## config.mk

```make
export PLATFORM = sky130hd
export DESIGN_NAME = usb_chg_classifier
export DESIGN_NICKNAME = d
export VERILOG_FILES = /design/src/rtl/chg_pkg.sv /design/src/rtl/chg_tick_gen.sv /design/src/rtl/chg_phase_timer.sv /design/src/rtl/chg_seq_fsm.sv /design/src/rtl/usb_chg_classifier.sv
export SDC_FILE = /design/constraint.sdc
export NUM_CORES = 1
export LEC_CHECK = 0
export ABC_CLOCK_PERIOD_IN_PS = 2200
export BUFFER_PORTS_ARGS = -buffer_cell sky130_fd_sc_hd__clkbuf_2
export CAP_MARGIN = 10
export CORE_ASPECT_RATIO = 1.4
export CORE_MARGIN = 4
export CORE_UTILIZATION = 52
export CTS_CLUSTER_DIAMETER = 50
export DETAILED_ROUTE_END_ITERATION = 12
export PLACE_DENSITY = 0.8
export SLEW_MARGIN = 20
export SYNTH_ARGS = -nofsm -noshare
export SYNTH_HDL_FRONTEND = slang
export SYNTH_SLANG_ARGS = --single-unit
```

## constraint.sdc

```tcl
create_clock -name clk -period 2.2 [get_ports clk]
set_clock_uncertainty 0.15 [all_clocks]
set_input_delay 0.44 -clock clk [delete_from_list [all_inputs] [get_ports clk]]
set_output_delay 0.44 -clock clk [all_outputs]
set_load 0.005 [all_outputs]
```

## src/rtl/chg_pkg.sv

```systemverilog
package chg_pkg;

  typedef enum logic [2:0] {
    RES_UNKNOWN   = 3'd0,
    RES_STD_PORT  = 3'd1,
    RES_DEDICATED = 3'd2,
    RES_CHG_HOST  = 3'd3,
    RES_FLOATING  = 3'd4
  } chg_res_e;

  typedef enum logic [2:0] {
    ST_IDLE,
    ST_PREP,
    ST_CONTACT,
    ST_PRIMARY,
    ST_PRI_GAP,
    ST_SECONDARY,
    ST_RESTORE
  } chg_state_e;

endpackage

```

## src/rtl/chg_tick_gen.sv

```systemverilog
// Divides the clock into ticks; restarts its count when a phase is loaded
// so that every window is an exact multiple of DIV cycles.
module chg_tick_gen #(
  parameter int unsigned DIV = 4
) (
  input  logic clk,
  input  logic rst_n,
  input  logic restart_i,
  output logic tick_o
);
  localparam int unsigned CW = (DIV > 1) ? $clog2(DIV) : 1;
  localparam logic [CW-1:0] LAST = CW'(DIV - 1);

  logic [CW-1:0] cnt_q;

  assign tick_o = (cnt_q == LAST);

  always_ff @(posedge clk or negedge rst_n) begin
    if (!rst_n)                   cnt_q <= '0;
    else if (restart_i || tick_o) cnt_q <= '0;
    else                          cnt_q <= cnt_q + 1'b1;
  end
endmodule

```

## src/rtl/chg_phase_timer.sv

```systemverilog
// Counts down a phase length in ticks; expire_o marks the last cycle.
module chg_phase_timer #(
  parameter int unsigned LW = 8
) (
  input  logic          clk,
  input  logic          rst_n,
  input  logic          load_i,
  input  logic [LW-1:0] len_i,
  input  logic          tick_i,
  output logic          expire_o
);
  logic [LW-1:0] left_q;

  assign expire_o = tick_i && (left_q == LW'(1));

  always_ff @(posedge clk or negedge rst_n) begin
    if (!rst_n)                          left_q <= '0;
    else if (load_i)                     left_q <= len_i;
    else if (tick_i && (left_q != '0))   left_q <= left_q - 1'b1;
  end
endmodule

```

## src/rtl/chg_seq_fsm.sv

```systemverilog
// Phase sequencer: contact polls, primary windows with retries,
// secondary window, then ordered restore of the PHY controls.
module chg_seq_fsm
  import chg_pkg::*;
#(
  parameter int unsigned LW          = 8,
  parameter int unsigned MAX_POLLS   = 6,
  parameter int unsigned RETRIES     = 2,
  parameter int unsigned CONTACT_LEN = 100,
  parameter int unsigned PRIMARY_LEN = 40,
  parameter int unsigned SECOND_LEN  = 40
) (
  input  logic          clk,
  input  logic          rst_n,
  input  logic          start_i,
  input  logic          vbus_ok_i,
  input  logic          contact_st_i,
  input  logic          port_st_i,
  input  logic          ded_st_i,
  input  logic          expire_i,
  output logic          load_o,
  output logic [LW-1:0] len_o,
  output logic          suspend_o,
  output logic          nodrive_o,
  output logic          grp_contact_o,
  output logic          grp_primary_o,
  output logic          grp_second_o,
  output logic          busy_o,
  output logic          done_o,
  output logic [2:0]    result_o
);
  localparam int unsigned PW = $clog2(MAX_POLLS + 1);
  localparam int unsigned RW = (RETRIES > 0) ? $clog2(RETRIES + 1) : 1;
  localparam logic [PW-1:0] POLLS_INIT = PW'(MAX_POLLS);
  localparam logic [RW-1:0] RETRY_INIT = RW'(RETRIES);

  chg_state_e    state_q, state_d;
  logic [PW-1:0] polls_left_q;
  logic [RW-1:0] retries_left_q;
  logic          contact_seen_q;
  logic          done_q;
  chg_res_e      result_q;

  logic accept;
  logic contact_done;
  logic pri_fail;

  assign accept       = (state_q == ST_IDLE) && start_i;
  assign contact_done = contact_st_i || (polls_left_q == PW'(1));
  assign pri_fail     = !port_st_i;

  always_comb begin
    state_d = state_q;
    load_o  = 1'b0;
    len_o   = LW'(CONTACT_LEN);
    unique case (state_q)
      ST_IDLE:
        if (accept && vbus_ok_i) state_d = ST_PREP;
      ST_PREP: begin
        state_d = ST_CONTACT;
        load_o  = 1'b1;
        len_o   = LW'(CONTACT_LEN);
      end
      ST_CONTACT:
        if (expire_i) begin
          load_o = 1'b1;
          if (contact_done) begin
            state_d = ST_PRIMARY;
            len_o   = LW'(PRIMARY_LEN);
          end else begin
            len_o   = LW'(CONTACT_LEN);
          end
        end
      ST_PRIMARY:
        if (expire_i) begin
          if (!pri_fail) begin
            state_d = ST_SECONDARY;
            load_o  = 1'b1;
            len_o   = LW'(SECOND_LEN);
          end else if (contact_seen_q && (retries_left_q != '0)) begin
            state_d = ST_PRI_GAP;
          end else begin
            state_d = ST_RESTORE;
          end
        end
      ST_PRI_GAP: begin
        state_d = ST_PRIMARY;
        load_o  = 1'b1;
        len_o   = LW'(PRIMARY_LEN);
      end
      ST_SECONDARY:
        if (expire_i) state_d = ST_RESTORE;
      ST_RESTORE:
        state_d = ST_IDLE;
      default:
        state_d = ST_IDLE;
    endcase
  end

  always_ff @(posedge clk or negedge rst_n) begin
    if (!rst_n) begin
      state_q        <= ST_IDLE;
      polls_left_q   <= '0;
      retries_left_q <= '0;
      contact_seen_q <= 1'b0;
      done_q         <= 1'b0;
      result_q       <= RES_UNKNOWN;
    end else begin
      state_q <= state_d;
      if (accept) begin
        result_q       <= RES_UNKNOWN;
        done_q         <= !vbus_ok_i;
        polls_left_q   <= POLLS_INIT;
        retries_left_q <= RETRY_INIT;
        contact_seen_q <= 1'b0;
      end
      if ((state_q == ST_CONTACT) && expire_i) begin
        polls_left_q <= polls_left_q - 1'b1;
        if (contact_st_i) contact_seen_q <= 1'b1;
      end
      if ((state_q == ST_PRIMARY) && expire_i && pri_fail) begin
        if (!contact_seen_q)             result_q       <= RES_FLOATING;
        else if (retries_left_q != '0)   retries_left_q <= retries_left_q - 1'b1;
        else                             result_q       <= RES_STD_PORT;
      end
      if ((state_q == ST_SECONDARY) && expire_i)
        result_q <= ded_st_i ? RES_DEDICATED : RES_CHG_HOST;
      if (state_q == ST_RESTORE) done_q <= 1'b1;
    end
  end

  always_comb begin
    suspend_o     = 1'b0;
    nodrive_o     = 1'b0;
    grp_contact_o = 1'b0;
    grp_primary_o = 1'b0;
    grp_second_o  = 1'b0;
    unique case (state_q)
      ST_PREP, ST_PRI_GAP: begin
        suspend_o = 1'b1; nodrive_o = 1'b1;
      end
      ST_CONTACT: begin
        suspend_o = 1'b1; nodrive_o = 1'b1; grp_contact_o = 1'b1;
      end
      ST_PRIMARY: begin
        suspend_o = 1'b1; nodrive_o = 1'b1; grp_primary_o = 1'b1;
      end
      ST_SECONDARY: begin
        suspend_o = 1'b1; nodrive_o = 1'b1; grp_second_o = 1'b1;
      end
      ST_RESTORE:
        suspend_o = 1'b1;
      default: ;
    endcase
  end

  assign busy_o   = (state_q != ST_IDLE);
  assign done_o   = done_q;
  assign result_o = result_q;
endmodule

```

## src/rtl/usb_chg_classifier.sv

```systemverilog
module usb_chg_classifier #(
  parameter int unsigned TICK_DIV           = 1000,
  parameter int unsigned CONTACT_POLL_TICKS = 100,
  parameter int unsigned CONTACT_MAX_POLLS  = 6,
  parameter int unsigned PRIMARY_TICKS      = 40,
  parameter int unsigned PRIMARY_RETRIES    = 2,
  parameter int unsigned SECONDARY_TICKS    = 40
) (
  input  logic       clk,
  input  logic       rst_n,
  input  logic       start_i,
  input  logic       vbus_ok_i,
  input  logic       contact_st_i,
  input  logic       port_st_i,
  input  logic       ded_st_i,
  output logic       phy_suspend_o,
  output logic       opmode_nodrive_o,
  output logic       dm_pulldown_o,
  output logic       dp_isrc_o,
  output logic       dp_vsrc_o,
  output logic       dm_isink_o,
  output logic       dm_vsrc_o,
  output logic       dp_isink_o,
  output logic       busy_o,
  output logic       done_o,
  output logic [2:0] result_o,
  output logic       data_capable_o
);
  localparam int unsigned LEN_A   = (CONTACT_POLL_TICKS > PRIMARY_TICKS) ?
                                    CONTACT_POLL_TICKS : PRIMARY_TICKS;
  localparam int unsigned LEN_MAX = (LEN_A > SECONDARY_TICKS) ? LEN_A : SECONDARY_TICKS;
  localparam int unsigned LW      = $clog2(LEN_MAX + 1);

  logic          tick;
  logic          load;
  logic [LW-1:0] len;
  logic          expire;
  logic          grp_contact, grp_primary, grp_second;

  chg_tick_gen #(.DIV(TICK_DIV)) u_tick (
    .clk       (clk),
    .rst_n     (rst_n),
    .restart_i (load),
    .tick_o    (tick)
  );

  chg_phase_timer #(.LW(LW)) u_timer (
    .clk      (clk),
    .rst_n    (rst_n),
    .load_i   (load),
    .len_i    (len),
    .tick_i   (tick),
    .expire_o (expire)
  );

  chg_seq_fsm #(
    .LW          (LW),
    .MAX_POLLS   (CONTACT_MAX_POLLS),
    .RETRIES     (PRIMARY_RETRIES),
    .CONTACT_LEN (CONTACT_POLL_TICKS),
    .PRIMARY_LEN (PRIMARY_TICKS),
    .SECOND_LEN  (SECONDARY_TICKS)
  ) u_fsm (
    .clk           (clk),
    .rst_n         (rst_n),
    .start_i       (start_i),
    .vbus_ok_i     (vbus_ok_i),
    .contact_st_i  (contact_st_i),
    .port_st_i     (port_st_i),
    .ded_st_i      (ded_st_i),
    .expire_i      (expire),
    .load_o        (load),
    .len_o         (len),
    .suspend_o     (phy_suspend_o),
    .nodrive_o     (opmode_nodrive_o),
    .grp_contact_o (grp_contact),
    .grp_primary_o (grp_primary),
    .grp_second_o  (grp_second),
    .busy_o        (busy_o),
    .done_o        (done_o),
    .result_o      (result_o)
  );

  assign dm_pulldown_o  = grp_contact;
  assign dp_isrc_o      = grp_contact;
  assign dp_vsrc_o      = grp_primary;
  assign dm_isink_o     = grp_primary;
  assign dm_vsrc_o      = grp_second;
  assign dp_isink_o     = grp_second;
  assign data_capable_o = done_o && ((result_o == 3'd1) || (result_o == 3'd3));
endmodule

```

==> impl_metrics.py, run 1 <==
metrics = {
    "pwr": {
        "power_uw": 1117,
        "leakagePower_uw": 0.0009474,
        "pwr-share-comb": 0.021,
        "p_sw_uw": 224.0,
        "p_int_uw": 892.8,
        "power.density_nw_per_um2": 524.4,
        "seqPwrFrac": 0.496,
        "pwr-share-clk": 0.483,
        "netSwitchingFraction": 0.2006,
        "ir_drop_uv": 496.9,
    },
    "run": {
        "maxCapViolations": 0,
    },
    "die": {
        "die_x_um": 56.84,
        "io_pins": 21,
        "die_area_um2": 4341,
        "die_h_um": 76.38,
        "fp.coreArea_um2": 3153,
        "core.rowCount": 24,
        "initial_core_util": 0.5508,
    },
    "clock_tree": {
        "cts.sinks": 30,
        "postCtsHoldBufs": 0,
        "cts.path.max_buffers": 2,
        "root_buffer": "clkbuf_8",
        "clk_pin_slew_ps": 60,
        "insertion_delay_ps": 290,
        "htree_levels": 2,
        "cts_tree": "done",
        "cts_buffers": 5,
    },
    "final_layout": {
        "syn2layout_area_growth_pct": 22.62,
        "n_antenna_cell": 0,
        "final_area_um2": 2130,
        "final_nets": 243,
        "drive_gt1_frac": 0.2727,
        "fillerInstances": 270,
    },
    "grt": {
        "grt_max_degree": 31,
        "gr-total-overflow": 0,
        "grt_pass1_vias": 1604,
        "grt_pass1_wl_um": 6768,
        "antenna_found_initial": 0,
        "grt.total_usage": 0.1957,
    },
    "synthesis": {
        "synth.ff_latch_count": 30,
        "synth.most_common_cell": "dfrtp_1",
        "netlist_top_cells_count": "dfrtp_1 (30), nor2_1 (26), a21oi_1 (11), nand2_1 (11)",
        "syn_area_per_cell_um2": 8.998,
        "syn-instance-count": 193,
        "synthArstFlopShare": 1.000,
        "synth_area_leaders": "dfrtp_1 (43%), nor2_1 (5.6%), ha_1 (4.3%)",
        "synthFlopType": "dfrtp_1",
        "synth.yosys.seq_area_share": 0.4323,
        "yosysTopAreaCellShare": 0.4323,
        "synthDominantAreaCellType": "dfrtp_1",
        "synth_edf_count": 0,
        "synth_warnings": 0,
        "synth_nets": 206,
        "synth_area_um2": 1737,
        "synthDistinctLibCells": 44,
    },
    "detailed_routing": {
        "detail-route-antenna-nets": 0,
        "drt_wl_total_um": 3728,
        "drt_iter0_drc": 76,
        "viasPerCell": 5.593,
        "via_count": 1510,
        "firstDrtPassIters": 4,
        "wl_per_cell_um": 13.81,
        "post-route-drc-count": 0,
    },
    "worst_setup_path": {
        "crit_end": "u_timer.left_q[3]",
        "critPathRequiredTime_ps": 2270,
        "crit_start": "u_timer.left_q[4]",
        "regToRegSetupSlack_ps": -90,
        "worst_setup_path_start_kind": "flop",
        "cp.arrival_ps": 2370,
        "worstSetupPathType": "flop to flop",
        "reg2reg_depth": 5,
        "timing.rr.start": "u_timer.left_q[4]",
        "crit_fanout": 8,
        "end_kind": "flop",
        "crit-reg2reg-capture": "u_timer.left_q[3]",
    },
    "sta": {
        "setup_slack_ps": -94.34,
        "fin_crit_sh": 1.043,
        "min_period_ps": 2294,
        "grt_setup_unrepaired": "yes",
        "fmax_mhz": 435.9,
        "setup_viol": 9,
        "fin_setup_tns_ps": -462.2,
        "slew_headroom": 0.5070,
        "hold_viol": 0,
        "tightest_slew_ps": 739.5,
        "final_max_slew_viol_count": 0,
    },
    "placement": {
        "place_congestion": 0.8160,
        "io_buffers": 20,
        "dp_hpwl_um": 2780,
        "post_dp_cell_area_um2": 1963,
    },
    "outcome": {
        "status": "finished, violations left",
        "violations": "negative setup slack",
    },
    "hold_path": {
        "min_path_type": "input port to async pin",
    },
}
[worst min-delay path by stage]
stage,start,endpoint,slack [ps],depth (start not counted)
4_1_cts,rst_n,u_fsm.done_o,80,1
3_3_place_gp,u_tick.cnt_q[0],u_tick.cnt_q[0],330,1
6_report,rst_n,u_fsm.state_q[0],60,1
3_5_place_dp,u_tick.cnt_q[0],u_tick.cnt_q[0],340,1
2_1_floorplan,rst_n,u_fsm.contact_seen_q,-6,0
5_1_grt,rst_n,u_fsm.done_o,120,1
[cell families (layout without fill, tap and decap cells)]
kind of cell | Yosys count | after routing | synth area share
xor gates and xnor gates | 11 | 11 | 0.05547
and+or+nand+nor | 89 | 89 | 0.2651
AOI/OAI and AO/OA | 36 | 36 | 0.1441
DFF | 30 | 30 | 0.4323
muxes | 1 | 1 | 0.005764
buffers and inverters | 20 | 58 | 0.05403
adders and majority gates | 6 | 6 | 0.04323
[metrics by stage]
stage                     std cells  utilization  setup WS, ps  hold slack, ps
after global routing            270       0.6754        -174.2           116.3
after floorplan                 193            -        -109.8          -5.591
after CTS                       269       0.6663        -121.0           80.01
after detailed placement        259       0.6226        -216.8           339.8
final                           270       0.6754        -94.34           59.18
after global placement          259       0.6226        -179.3           332.2
[worst max-delay path, stage by stage (launching register included)]
cell	delay (ps)
dfrtp_1	390
or4_4	550
or4_4	580
o41ai_4	240
o32a_2	200
o22a_2	130
[routing by layer]
layer | global-route usage | wire [um] | vias to the layer above
met5 | 0 | 0 | -
met4 | 0.09281 | 67 | 0
met3 | 0.05254 | 158 | 8
met2 | 0.3495 | 2030 | 25
met1 | 0.2076 | 1472 | 731
li1 | - | - | 746
[power groups by stage]
stage / clock (uW) / combinational [uW] / sequential [uW]
floorplan: 0 / 3.77 / 564
global placement: 0 / 24.2 / 564
detailed placement: 0 / 24.4 / 564
CTS: 548 / 24.6 / 553
global route: 579 / 27.5 / 553
finish: 540 / 23.5 / 553
[flip-flops by register name, indices dropped and copies added (netlist names)]
register / count
u_fsm.contact_seen_q: 1
u_tick.cnt_q: 10
u_fsm.retries_left_q: 2
u_fsm.result_o: 3
u_fsm.done_o: 1
u_fsm.state_q: 3
u_fsm.polls_left_q: 3
u_timer.left_q: 7
[layout make-up]
| class | instances | area, um^2 | share of cell area |
|---|---|---|---|
| repair buffers | 40 | 250.2 | 0.1175 |
| inverters | 10 | 37.54 | 0.01763 |
| multi-input cells | 143 | 932.1 | 0.4377 |
| well taps | 39 | 48.80 | 0.02291 |
| clock inverters | 3 | 40.04 | 0.01880 |
| flip-flops and latches | 30 | 752.0 | 0.3531 |
| clock buffers | 5 | 68.82 | 0.03231 |
[repair_timing]
action,CTS,global route
gates resized for setup,5,6
buffers inserted,2,2
pin swaps,2,4
setup endpoints to repair,13,21
[layout by cell type, fill, tap and decap left out, types with 2 or more instances in the layout]
cell type / Yosys / routed
or4_4: 0 / 2
o21a_1: 3 / 3
nand3_1: 10 / 10
inv_1: 10 / 9
a31oi_1: 2 / 2
nand4_1: 5 / 5
dfrtp_1: 30 / 29
clkbuf_8: 0 / 5
nor2b_1: 6 / 6
clkinv_2: 0 / 2
nand2_1: 11 / 11
nor2_1: 26 / 25
xnor2_1: 5 / 5
nor3_1: 5 / 4
clkbuf_2: 0 / 20
nand2b_1: 2 / 2
nand3b_1: 2 / 2
or2_2: 2 / 2
o21ai_0: 8 / 6
nor4_1: 4 / 3
or3_1: 3 / 3
and3_1: 4 / 4
a21oi_1: 11 / 11
ha_1: 6 / 5
and2_1: 3 / 3
buf_4: 3 / 20
xor2_1: 6 / 6
o21ai_1: 0 / 2
No activity file was read; power rests on OpenSTA's default activity.
==> run 2: changes to the inputs <==
ABC_CLOCK_PERIOD_IN_PS = 2500   (was 2200)
CORE_UTILIZATION = 50   (was 52)
PLACE_DENSITY = 0.75   (was 0.8)
clock period = 2.5 ns   (was 2.2 ns; I/O delays follow)
==> impl_metrics.py, run 2 (synthesis results as in run 1) <==
metrics = {
    "sta": {
        "setup_slack_ps": 72.29,
        "slew_headroom": 0.4973,
        "hold_viol": 0,
        "tightest_slew_ps": 754.0,
        "hold_ws_ps": 135.9,
        "min_period_ps": 2428,
        "final_max_slew_viol_count": 0,
        "fin_setup_tns_ps": 0,
        "fin_crit_sh": 0.9711,
        "setup_viol": 0,
        "fmax_mhz": 411.9,
    },
    "die": {
        "core.rowCount": 25,
        "io_pins": 21,
        "initial_core_util": 0.5189,
        "die_h_um": 77.74,
        "die_x_um": 57.81,
        "die_area_um2": 4494,
        "fp.coreArea_um2": 3347,
    },
    "grt": {
        "grt_pass1_vias": 1456,
        "antenna_found_initial": 0,
        "grtUsageMet1": 0.2241,
        "grt-busiest-layer": "met2",
        "gr-total-overflow": 0,
        "grt.total_usage": 0.1867,
        "grt_max_degree": 31,
        "gr-usage-met3": 0.06156,
        "use_met2": 0.3054,
        "grt_pass1_wl_um": 6506,
    },
    "hold_path": {
        "min_path_type": "input port to async pin",
    },
    "placement": {
        "io_buffers": 20,
        "post_dp_cell_area_um2": 1891,
        "place_congestion": 0.7950,
        "dp_hpwl_um": 2720,
        "preCtsSetupSlack_ps": -4.278,
    },
    "worst_setup_path": {
        "worst_setup_path_start_kind": "flop",
        "crit_slowest_cell": "or4_4",
        "critical_path_buf_inv_count": 1,
        "critPathRequiredTime_ps": 2500,
        "critPathMaxStageDelay_ps": 580,
        "cp_top_family": "simple AND/OR/NAND/NOR gates",
        "end_kind": "flop",
        "cp.arrival_ps": 2430,
        "worstSetupPathType": "flop to flop",
        "crit_fanout": 7,
        "cp_cell_sequence": "inv_2 -> ha_1 -> or4bb_4 -> or4_4 -> nor4_1 -> a21o_1 -> o22ai_1",
    },
    "detailed_routing": {
        "via_count": 1483,
        "post-route-drc-count": 0,
        "drt_iter0_drc": 50,
        "firstDrtPassIters": 4,
        "detail-route-antenna-nets": 0,
        "wl_per_cell_um": 14.29,
        "drt_wl_total_um": 3716,
        "viasPerCell": 5.704,
    },
    "final_layout": {
        "final_nets": 233,
        "syn2layout_area_growth_pct": 15.78,
        "top_regs": "u_tick.cnt_q (10), u_timer.left_q (7)",
        "final_area_um2": 2011,
        "layout_commonest_cell": "dfrtp_1",
        "regMostFlops": "u_tick.cnt_q",
        "n_antenna_cell": 0,
        "largest_register_ffs": 10,
        "final_cell_mix": "dfrtp_1 (30), nor2_1 (25), clkbuf_2 (20)",
        "drive_gt1_frac": 0.2136,
    },
    "clock_tree": {
        "cts.sinks": 30,
        "cts.path.max_buffers": 2,
        "clk_pin_slew_ps": 60,
        "insertion_delay_ps": 280,
        "root_buffer": "clkbuf_8",
        "cts_buffers": 5,
        "htree_levels": 2,
        "postCtsHoldBufs": 0,
        "cts_tree": "done",
    },
    "pwr": {
        "power.density_nw_per_um2": 428.7,
        "ir_drop_uv": 363.1,
        "power_uw": 862.1,
        "leakagePower_uw": 0.0008760,
    },
    "run": {
        "maxCapViolations": 0,
    },
    "outcome": {
        "status": "complete, no violations",
    },
}
==> run 2: changes by cell type in the layout (fill, tap and decap cells not counted), sizes merged <==
| cell | change |
|---|---|
| buf | -10 |
| clkbuf | +2 |
| bufinv | -1 |
| clkinv | -2 |
==> run 2: worst paths after layout <==
path | slack [ps] | start | end | cells past startpoint
worst max-delay path | 70 | u_timer.left_q[1] | u_fsm.result_o[0] | 7
worst min-delay path | 140 | rst_n | u_fsm.retries_left_q[0] | 1
worst max register to register | 70 | u_timer.left_q[1] | u_fsm.result_o[0] | 7
worst min register to register | 340 | u_fsm.polls_left_q[0] | u_fsm.polls_left_q[0] | 1
max in group asynchronous | 1590 | rst_n | u_tick.cnt_q[3] | 1
min in group clk | 280 | ded_st_i | u_fsm.result_o[0] | 2
==> run 2: where the power goes <==
| part | internal, uW | switching [uW] | total (uW) |
|---|---|---|---|
| Combinational | 6.56 | 13.9 | 20.4 |
| Sequential | 487 | 0.724 | 487 |
| Clock | 191 | 163 | 354 |
==> run 2: worst reg2reg max path, cell delays in order (launching register included) <==
cell	delay [ps]
dfrtp_1	390
inv_2	60
ha_1	140
or4bb_4	460
or4_4	580
nor4_1	320
a21o_1	140
o22ai_1	60
==> run 2: per-layer routing <==
layer | share of wire | vias up
met5 | 0 | -
met2 | 0.50 | 43
met4 | 0.016 | 0
li1 | - | 726
met1 | 0.43 | 707
met3 | 0.054 | 7
==> run 2: cell type report <==
type | instances | area [um^2]
fill | 295 | 1336
multi-input combinational | 143 | 920.9
sequential | 30 | 750.7
timing repair buffer | 30 | 175.2
clock buffer | 7 | 76.32
tap | 40 | 50.05
inverter | 10 | 37.54
==> run 2: what timing repair did <==
action | 4_1_cts | 5_1_grt
setup buffers | 0 | 2
setup endpoints to repair | 6 | 7
resized for setup | 1 | 9
pin swaps | 0 | 5
==> run 2: per-stage QoR <==
step | utilization | instances
finish | 0.6007 | 260
global placement | 0.5649 | 251
detailed placement | 0.5649 | 251
global route | 0.6007 | 260
floorplan | - | 193
CTS | 0.5888 | 258
==> run 3: changes to the inputs <==
CORE_UTILIZATION = 57   (was 50)
PLACE_DENSITY = 0.83   (was 0.75)
==> impl_metrics.py, run 3 (synthesis results as in run 1) <==
metrics = {
    "worst_setup_path": {
        "critical_path_buf_inv_count": 2,
        "worst_setup_path_start_kind": "flop",
        "critPathRequiredTime_ps": 2520,
        "cp.arrival_ps": 2440,
        "crit_slowest_cell": "or4_4",
        "cp_cell_sequence": "inv_2 -> ha_1 -> or4bb_4 -> or4_4 -> buf_4 -> o21ai_0 -> nand3_1 -> o21a_1",
        "cp_top_family": "simple AND/OR/NAND/NOR gates",
        "worstSetupPathType": "flop to flop",
        "crit_fanout": 7,
        "critPathMaxStageDelay_ps": 570,
        "end_kind": "flop",
    },
    "grt": {
        "use_met2": 0.4132,
        "grt_pass1_wl_um": 6603,
        "grt_pass1_vias": 1503,
        "grt-busiest-layer": "met2",
        "gr-usage-met3": 0.05680,
        "grt_max_degree": 31,
        "grtUsageMet1": 0.2437,
        "antenna_found_initial": 0,
        "gr-total-overflow": 0,
        "grt.total_usage": 0.2292,
    },
    "die": {
        "die_x_um": 54.65,
        "die_h_um": 73.31,
        "initial_core_util": 0.5975,
        "core.rowCount": 23,
        "io_pins": 21,
        "fp.coreArea_um2": 2907,
        "die_area_um2": 4006,
    },
    "detailed_routing": {
        "viasPerCell": 5.883,
        "post-route-drc-count": 0,
        "drt_iter0_drc": 26,
        "firstDrtPassIters": 4,
        "wl_per_cell_um": 15.37,
        "via_count": 1512,
        "detail-route-antenna-nets": 0,
        "drt_wl_total_um": 3951,
    },
    "final_layout": {
        "final_cell_mix": "dfrtp_1 (30), nor2_1 (25), clkbuf_2 (20)",
        "regMostFlops": "u_tick.cnt_q",
        "fin_util": 0.6974,
        "largest_register_ffs": 10,
        "final_area_um2": 2027,
        "drive_gt1_frac": 0.2227,
        "final_nets": 232,
        "n_antenna_cell": 0,
        "layout.cells.non_filler": 257,
        "syn2layout_area_growth_pct": 16.71,
        "top_regs": "u_tick.cnt_q (10), u_timer.left_q (7)",
        "layout_commonest_cell": "dfrtp_1",
    },
    "sta": {
        "fin_crit_sh": 0.9685,
        "min_period_ps": 2421,
        "final_max_slew_viol_count": 0,
        "tightest_slew_ps": 755.7,
        "grt_setup_unrepaired": "yes",
        "fmax_mhz": 413.0,
        "hold_viol": 0,
        "setup_viol": 0,
        "slew_headroom": 0.4962,
    },
    "clock_tree": {
        "cts_setup_buffers": 0,
        "insertion_delay_ps": 280,
        "cts.path.max_buffers": 2,
        "cts.sinks": 30,
        "root_buffer": "clkbuf_8",
        "htree_levels": 2,
        "cts_tree": "done",
        "clk_pin_slew_ps": 60,
        "postCtsHoldBufs": 0,
        "cts_buffers": 5,
    },
    "outcome": {
        "status": "complete, no violations",
    },
    "pwr": {
        "pwr-share-comb": 0.021,
        "seqPwrFrac": 0.506,
        "p_int_uw": 770.5,
        "netSwitchingFraction": 0.1996,
        "pwr-share-clk": 0.473,
        "power.density_nw_per_um2": 475.0,
        "p_sw_uw": 192.2,
        "leakagePower_uw": 0.0008910,
        "ir_drop_uv": 393.3,
    },
    "placement": {
        "place_congestion": 0.9045,
        "post_dp_cell_area_um2": 1894,
        "dp.cells": 249,
        "dp_hpwl_um": 2918,
        "io_buffers": 20,
    },
    "hold_path": {
        "min_path_type": "input port to async pin",
    },
    "run": {
        "maxCapViolations": 0,
    },
}
[run 3: worst register-to-register path, cell delays in order (launching register included)]
cell and delay (ps):
dfrtp_1 380, inv_2 60, ha_1 140, or4bb_4 460
or4_4 570, buf_4 180, o21ai_0 90, nand3_1 110
o21a_1 150
[run 3: area by class of cell]
| class | instances | area, um^2 |
|---|---|---|
| Fill cell | 224 | 879.6 |
| Inverter | 10 | 37.54 |
| Tap cell | 37 | 46.29 |
| Clock buffer | 8 | 110.1 |
| Multi-Input combinational cell | 143 | 914.6 |
| Timing Repair Buffer | 29 | 167.7 |
| Sequential cell | 30 | 750.7 |
[run 3: what timing repair did]
action,CTS,global route
endpoints found under the setup margin,8,9
gates cloned,0,0
resized for setup,1,5
pin swaps,0,4
[run 3: final timing paths]
check,endpoint,slack (ps),start,depth (start not counted)
worst max-delay path,u_fsm.state_q[0],80,u_timer.left_q[1],8
worst min-delay path,u_tick.cnt_q[5],130,rst_n,1
worst max register to register,u_fsm.state_q[0],80,u_timer.left_q[1],8
worst min register to register,u_fsm.polls_left_q[0],360,u_fsm.polls_left_q[0],1
max in group asynchronous,u_fsm.state_q[1],1590,rst_n,1
min in group clk,u_fsm.result_o[0],270,ded_st_i,2
[run 3: power by group through the flow]
stage	registers, uW	logic, uW	clock network, uW
after floorplan	496	3.32	0
after global placement	496	20.6	0
after detailed placement	496	21.2	0
after CTS	487	21.4	470
after global routing	487	23.5	482
final	487	20.7	455
[run 3: per-layer routing]
metal	share of wire	wire [um]
met4	0.021	84
met5	0	0
met1	0.38	1521
met3	0.037	145
met2	0.56	2200
[run 3: per-stage QoR]
stage          TNS [ps]  hold slack [ps]  setup WS, ps  power (uW)
6_report              0            126.8         78.69       962.7
3_3_place_gp          0            329.9         33.67       516.4
2_1_floorplan         0            54.41         92.29       499.3
4_1_cts               0            142.5         52.53       978.7
3_5_place_dp     -9.405            355.8        -5.451       517.1
5_1_grt          -33.19            177.0        -21.18       992.4
